$ cat config.mk
export PLATFORM = sky130hd
export DESIGN_NAME = tom_merger
export DESIGN_NICKNAME = d
export VERILOG_FILES = /design/src/rtl/tom_pkg.sv /design/src/rtl/tom_fifo.sv /design/src/rtl/tom_sortnet.sv /design/src/rtl/tom_emit.sv /design/src/rtl/tom_merger.sv
export SDC_FILE = /design/constraint.sdc
export NUM_CORES = 1
export LEC_CHECK = 0
export ABC_CLOCK_PERIOD_IN_PS = 16230
export BUFFER_PORTS_ARGS = -buffer_cell sky130_fd_sc_hd__buf_4
export CAP_MARGIN = 25
export CORE_ASPECT_RATIO = 0.5
export CORE_UTILIZATION = 45
export CTS_BUF_LIST = sky130_fd_sc_hd__clkbuf_8
export DETAILED_ROUTE_END_ITERATION = 8
export PLACE_DENSITY_LB_ADDON = 0.3
export SLEW_MARGIN = 20
export SYNTH_ARGS = -nofsm -noshare
export SYNTH_HDL_FRONTEND = slang
export SYNTH_SLANG_ARGS = --single-unit
$ cat constraint.sdc
create_clock -name clk -period 16.23 [get_ports clk]
set_input_delay 4.0575 -clock clk [delete_from_list [all_inputs] [get_ports clk]]
set_output_delay 4.0575 -clock clk [all_outputs]
set_load 0.05 [all_outputs]
$ cat src/rtl/tom_pkg.sv
package tom_pkg;

  // width of an index able to name n distinct items
  function automatic int unsigned idx_bits(input int unsigned n);
    return (n < 2) ? 1 : $clog2(n);
  endfunction

endpackage

$ cat src/rtl/tom_fifo.sv
module tom_fifo #(
  parameter int unsigned W     = 20,
  parameter int unsigned DEPTH = 4
) (
  input  logic         clk,
  input  logic         rst,
  input  logic         push,
  input  logic [W-1:0] din,
  input  logic         pop,
  output logic [W-1:0] dout,
  output logic         full,
  output logic         empty
);
  localparam int unsigned AW = (DEPTH < 2) ? 1 : $clog2(DEPTH);
  localparam int unsigned CW = $clog2(DEPTH + 1);

  logic [W-1:0]  mem [DEPTH];
  logic [AW-1:0] wr_ptr, rd_ptr;
  logic [CW-1:0] fill;
  logic          do_push, do_pop;

  assign full    = (fill == CW'(DEPTH));
  assign empty   = (fill == '0);
  assign do_push = push && !full;
  assign do_pop  = pop && !empty;
  assign dout    = mem[rd_ptr];

  // storage without reset so it maps onto RAM
  always_ff @(posedge clk) begin
    if (do_push) mem[wr_ptr] <= din;
  end

  always_ff @(posedge clk) begin
    if (rst) begin
      wr_ptr <= '0;
      rd_ptr <= '0;
      fill   <= '0;
    end else begin
      if (do_push) wr_ptr <= (wr_ptr == AW'(DEPTH - 1)) ? '0 : wr_ptr + 1'b1;
      if (do_pop)  rd_ptr <= (rd_ptr == AW'(DEPTH - 1)) ? '0 : rd_ptr + 1'b1;
      if (do_push && !do_pop)      fill <= fill + 1'b1;
      else if (do_pop && !do_push) fill <= fill - 1'b1;
    end
  end
endmodule

$ cat src/rtl/tom_sortnet.sv
module tom_sortnet #(
  parameter int unsigned N  = 4,
  parameter int unsigned EW = 23,
  parameter int unsigned KW = 15
) (
  input  logic [EW-1:0] din  [N],
  output logic [EW-1:0] dout [N]
);
  // odd-even transposition: N layers of compare-exchange on the upper KW bits
  logic [EW-1:0] lane [N+1][N];

  for (genvar j = 0; j < N; j++) begin : g_in
    assign lane[0][j] = din[j];
    assign dout[j]    = lane[N][j];
  end

  for (genvar s = 0; s < N; s++) begin : g_layer
    for (genvar j = 0; j < N; j++) begin : g_cell
      if (((j % 2) == (s % 2)) && (j + 1 < N)) begin : g_lo
        assign lane[s+1][j] = (lane[s][j][EW-1 -: KW] <= lane[s][j+1][EW-1 -: KW])
                              ? lane[s][j] : lane[s][j+1];
      end else if (((j % 2) != (s % 2)) && (j >= 1)) begin : g_hi
        assign lane[s+1][j] = (lane[s][j-1][EW-1 -: KW] <= lane[s][j][EW-1 -: KW])
                              ? lane[s][j] : lane[s][j-1];
      end else begin : g_pass
        assign lane[s+1][j] = lane[s][j];
      end
    end
  end
endmodule

$ cat src/rtl/tom_emit.sv
module tom_emit #(
  parameter int unsigned N  = 4,
  parameter int unsigned SW = 23
) (
  input  logic          clk,
  input  logic          rst,
  input  logic [N-1:0]  avail,
  input  logic [SW-1:0] ranked [N],
  input  logic          out_ready,
  output logic          out_valid,
  output logic [SW-2:0] out_data,
  output logic          load,
  output logic [N-1:0]  pop
);
  localparam int unsigned CW = $clog2(N + 1);
  localparam int unsigned RW = SW - 1;

  logic [CW-1:0] left;
  logic [RW-1:0] slot [N];
  logic          fire;
  logic [CW-1:0] real_cnt;

  assign out_valid = (left != '0);
  assign out_data  = slot[0];
  assign fire      = out_valid && out_ready;
  assign load      = (|avail) && ((left == '0) || ((left == CW'(1)) && out_ready));
  assign pop       = load ? avail : '0;

  // non-sentinel entries carry a clear top bit
  always_comb begin
    real_cnt = '0;
    for (int k = 0; k < N; k++) real_cnt = real_cnt + CW'(!ranked[k][SW-1]);
  end

  always_ff @(posedge clk) begin
    if (rst)       left <= '0;
    else if (load) left <= real_cnt;
    else if (fire) left <= left - 1'b1;
  end

  for (genvar k = 0; k < N; k++) begin : g_slot
    if (k < N - 1) begin : g_mid
      always_ff @(posedge clk) begin
        if (load)      slot[k] <= ranked[k][RW-1:0];
        else if (fire) slot[k] <= slot[k+1];
      end
    end else begin : g_last
      always_ff @(posedge clk) begin
        if (load) slot[k] <= ranked[k][RW-1:0];
      end
    end
  end
endmodule

$ cat src/rtl/tom_merger.sv
module tom_merger #(
  parameter int unsigned N_IN   = 4,
  parameter int unsigned TS_W   = 12,
  parameter int unsigned TRIG_W = 8,
  parameter int unsigned DEPTH  = 4,
  parameter int unsigned TAG_W  = tom_pkg::idx_bits(N_IN)
) (
  input  logic                     clk,
  input  logic                     rst,
  input  logic [N_IN-1:0]          in_valid,
  output logic [N_IN-1:0]          in_ready,
  input  logic [N_IN*TRIG_W-1:0]   in_trig,
  input  logic [N_IN*TS_W-1:0]     in_ts,
  output logic                     out_valid,
  input  logic                     out_ready,
  output logic [TRIG_W-1:0]        out_trig,
  output logic [TS_W-1:0]          out_ts,
  output logic [TAG_W-1:0]         out_tag
);
  localparam int unsigned DW = TS_W + TRIG_W;
  localparam int unsigned RW = TS_W + TAG_W + TRIG_W;
  localparam int unsigned SW = RW + 1;
  localparam int unsigned KW = 1 + TS_W + TAG_W;

  logic [N_IN-1:0] fifo_full, fifo_empty, fifo_pop, fifo_push;
  logic [DW-1:0]   head    [N_IN];
  logic [SW-1:0]   sort_in [N_IN];
  logic [SW-1:0]   sort_out[N_IN];
  logic [RW-1:0]   emit_data;
  logic            batch_load;

  for (genvar i = 0; i < N_IN; i++) begin : g_src
    assign fifo_push[i] = in_valid[i] && !fifo_full[i];
    assign in_ready[i]  = !fifo_full[i];

    tom_fifo #(.W(DW), .DEPTH(DEPTH)) u_fifo (
      .clk   (clk),
      .rst   (rst),
      .push  (fifo_push[i]),
      .din   ({in_ts[i*TS_W +: TS_W], in_trig[i*TRIG_W +: TRIG_W]}),
      .pop   (fifo_pop[i]),
      .dout  (head[i]),
      .full  (fifo_full[i]),
      .empty (fifo_empty[i])
    );

    // key = {sentinel, timestamp, origin}; sentinel sorts after every real record
    assign sort_in[i] = fifo_empty[i]
      ? {1'b1, {TS_W{1'b1}}, TAG_W'(i), {TRIG_W{1'b0}}}
      : {1'b0, head[i][DW-1 -: TS_W], TAG_W'(i), head[i][TRIG_W-1:0]};
  end

  tom_sortnet #(.N(N_IN), .EW(SW), .KW(KW)) u_net (
    .din  (sort_in),
    .dout (sort_out)
  );

  tom_emit #(.N(N_IN), .SW(SW)) u_emit (
    .clk       (clk),
    .rst       (rst),
    .avail     (~fifo_empty),
    .ranked    (sort_out),
    .out_ready (out_ready),
    .out_valid (out_valid),
    .out_data  (emit_data),
    .load      (batch_load),
    .pop       (fifo_pop)
  );

  assign out_ts   = emit_data[RW-1 -: TS_W];
  assign out_tag  = emit_data[TRIG_W +: TAG_W];
  assign out_trig = emit_data[TRIG_W-1:0];
endmodule

==> results.txt <==
----------------------------------------------------
[Worst setup path]
  Arrival @ worst endpoint ... 13450 ps
  Worst reg2reg path startpoint ... g_src[2].u_fifo.fill[0]
  Worst Path Max Fanout ... 37
  Delay of the slowest cell on the worst path ... 760 ps
  Critical path class ... flip-flop to flip-flop
  Kind of capture point of the worst setup path ... flip-flop
  Cell seen most often among critical-path stages ... sky130_fd_sc_hd__o21a_1
  Reg-to-reg critical path endpoint ... u_emit.left[1]
  Crit path required time ... 16740 ps
  Worst-case reg-to-reg path depth ... 50
  Startpoint kind of the worst setup timing path ... flip-flop
  Register-to-register setup slack ... 3290 ps
  Standard cell with the maximum stage delay on the critical path ... sky130_fd_sc_hd__o21ai_0

[Placement]
  RePlAce Congestion ... 0.937
  Number of I/O port buffers ... 113
  Dpl hpwl ... 41.4 mm

[Clock network]
  Number of setup buffers added after CTS ... 0
  Post-CTS sizing ... 0
  CTS Buf Count ... 67
  Clock transition time at the flip-flop clock pins of the worst setup and hold paths ... 90 ps
  CTS Hold Bufs ... 0
  Clock tree from TritonCTS ... yes
  Clock Tree Root ... sky130_fd_sc_hd__clkbuf_8
  Clock buffer depth ... 3
  Maximum level of the CTS H-tree ... 3
  Clk sink count ... 447
  Clock latency at the later pin of the worst-skew pair ... 650 ps

[Yosys]
  Mean Syn Cell Area ... 12.4 µm²
  Post-Syn Nets ... 2027
  Commonest cells post-synth ... 408 x sky130_fd_sc_hd__edfxtp_1, 184 x sky130_fd_sc_hd__nor2_1, 155 x sky130_fd_sc_hd__a21oi_1
  Summed instance area of the synthesized netlist ... 22600 µm²
  Most used standard cell by instance count after synthesis ... sky130_fd_sc_hd__edfxtp_1
  Count of flip-flops with a built-in enable after synthesis ... 408
  Synth top area share ... 54.1%
  Biggest area consumer among synthesized cells ... sky130_fd_sc_hd__edfxtp_1
  Warnings from Yosys ... 0
  Number of standard cells after synthesis ... 1833
  Proportion of synthesized flip-flops having asynchronous set or reset ... 0%
  Distinct cell type count of the synthesized netlist ... 77
  Sequential element share of the synthesized area ... 57.6%
  Most used DFF post-synth ... sky130_fd_sc_hd__edfxtp_1
  Ranking of synthesized cells by area ... sky130_fd_sc_hd__edfxtp_1 54%, sky130_fd_sc_hd__mux4_2 8.0%, sky130_fd_sc_hd__ha_1 5.6%
  Flip-flop and latch count after synthesis ... 447

[Global route]
  First-pass GRT wire length ... 86.8 mm
  Initial antenna violation count ... 0
  Largest net degree at the start of global routing ... 77
  Combined global-route utilization of all metal layers ... 22.5%
  Leftover overflow at the end of global routing ... 0
  Vias in the first global route ... 14300

[Drt]
  Highest metal layer with signal wires ... met4
  Initial DRC count ... 1649
  Final wirelength ... 57.5 mm
  Met2 wire length ... 25.7 mm
  DRC violations left ... 0
  Post-route ant nets ... 0
  Wire length on met1 ... 26.6 mm
  Detailed-route vias per instance ... 5.71
  DR pass1 iterations ... 5
  Number of vias after detailed routing ... 15100
  Amount of wire on met3 after detailed routing ... 3.91 mm
  Average routed wire per standard cell ... 21.7 µm

[Run status]
  Outcome ... finished, final reports clean

[Layout]
  Nets ... 2139
  Share of layout cells above drive strength 1 ... 19.1%
  Diodes inserted ... 0
  Growth of design area from synthesis to finish ... 13.1%

[STA]
  Final worst path period need ... 12940 ps
  Final number of setup-violating endpoints ... 0
  Sum of negative setup slack ... 0 ps
  Highest clock rate ... 77.3 MHz
  Worst-case clock skew ... 31.2 ps
  Worst relative slew slack ... 29.4%
  Number of endpoints with negative hold slack in the final report ... 0
  Number of max-slew violations in the final report ... 0
  Unrepaired setup endpoints after global routing ... false
  Period Utilization, post-route ... 79.7%
  Worst-margin pin slew ... 1050 ps

[Run]
  Max-cap violation count ... 0

[Die]
  Number of rows in the core area ... 57
  Floorplan Core Area ... 49100 µm²
  Initial cell density of the core ... 46.1%
  Width of the die ... 319 µm
  I/O Pins ... 114
  Total die area ... 51300 µm²
  Height of the chip ... 161 µm

[Worst hold path]
  Worst Min Path Start ... g_src[3].u_fifo.rd_ptr[1]
  Path class of the lowest-slack min-delay path ... flip-flop to flip-flop
  Number of stages on the worst hold path ... 2

----------------------------------------------------
metrics by stage:
| step | util [%] | hold slack [ps] | instances | worst slack [ps] | instance area, µm² |
|---|---|---|---|---|---|
| 2_1_floorplan | - | 454 | 1833 | 4250 | 22600 |
| 3_3_place_gp | 49.0 | 471 | 2509 | 3630 | 24000 |
| 3_5_place_dp | 49.2 | 475 | 2518 | 3550 | 24200 |
| 4_1_cts | 52.0 | 470 | 2636 | 3490 | 25500 |
| 5_1_grt | 52.2 | 500 | 2643 | 2370 | 25600 |
| 6_report | 52.2 | 456 | 2643 | 3290 | 25600 |
layer usage:
layer	global-route usage (%)	up-vias
li1	-	7141
met1	32.7	7369
met2	34.1	505
met3	4.93	76
met4	6.08	0
met5	0	-
sequential cells by signal (all words and copies together), names as in the netlist, named ones only:
register             cells
g_src.u_fifo.fill       12
g_src.u_fifo.rd_ptr      8
u_emit.left              3
g_src.u_fifo.wr_ptr      8
u_emit.slot             88
g_src.u_fifo.mem       320
worst max-delay path, delay by kind of cell, from the launching register on:
family                   cells  cell delay (ps)
AND/OR/NAND/NOR             10             2490
buffers and inverters        7             1610
adder cells (fa/ha/maj)      7             2260
AO/OA/AOI/OAI               26             6050
flip-flops                   1              360
cell usage in the layout, fill, tap and decap left out, types with 13 or more instances in the layout:
cell / Yosys / layout
sky130_fd_sc_hd__nand2_1: 146 / 146
sky130_fd_sc_hd__nand3_1: 56 / 56
sky130_fd_sc_hd__nor2_1: 184 / 183
sky130_fd_sc_hd__buf_4: 1 / 131
sky130_fd_sc_hd__o21ai_0: 117 / 117
sky130_fd_sc_hd__and3_1: 18 / 18
sky130_fd_sc_hd__edfxtp_1: 408 / 408
sky130_fd_sc_hd__mux2i_1: 22 / 22
sky130_fd_sc_hd__a21o_1: 21 / 21
sky130_fd_sc_hd__nand4_1: 16 / 16
sky130_fd_sc_hd__a21oi_1: 155 / 154
sky130_fd_sc_hd__a211oi_1: 32 / 31
sky130_fd_sc_hd__nor4_1: 20 / 20
sky130_fd_sc_hd__mux2_2: 14 / 14
sky130_fd_sc_hd__dfxtp_1: 39 / 39
sky130_fd_sc_hd__clkbuf_8: 0 / 71
sky130_fd_sc_hd__o21ai_1: 18 / 18
sky130_fd_sc_hd__buf_8: 0 / 13
sky130_fd_sc_hd__and2_1: 20 / 20
sky130_fd_sc_hd__mux4_2: 80 / 80
sky130_fd_sc_hd__nor3_1: 20 / 20
sky130_fd_sc_hd__a31oi_1: 18 / 18
sky130_fd_sc_hd__inv_1: 80 / 100
sky130_fd_sc_hd__ha_1: 102 / 102
layout make-up:
cell class | instances | area (µm²)
tap | 649 | 812
sequential | 447 | 13000
fill | 4159 | 23500
inverter | 84 | 317
clock buffer | 71 | 977
timing repair buffer | 147 | 1210
clock inverter | 47 | 360
multi-input combinational | 1198 | 8890
how the worst max path moves through the flow:
stage,start,endpoint,slack (ps)
4_1_cts,flip-flop,u_emit.left[1],3490
3_5_place_dp,flip-flop,u_emit.left[1],3550
5_1_grt,flip-flop,u_emit.left[1],2370
2_1_floorplan,flip-flop,u_emit.left[1],4250
3_3_place_gp,flip-flop,u_emit.left[1],3630
6_report,g_src[2].u_fifo.fill[0],u_emit.left[1],3290
cell families after synthesis:
group,count (synthesis),synth area share (%)
AOI/OAI and AO/OA,425,11.4
xor gates and xnor gates,13,0.503
adders and majority gates,108,6.13
buffers and inverters,188,3.38
DFF,447,57.6
muxes,126,10.3
and+or+nand+nor,526,10.7
Power is not shown: default switching activity piles up to over one toggle a cycle in this logic, so the estimate is an artifact.
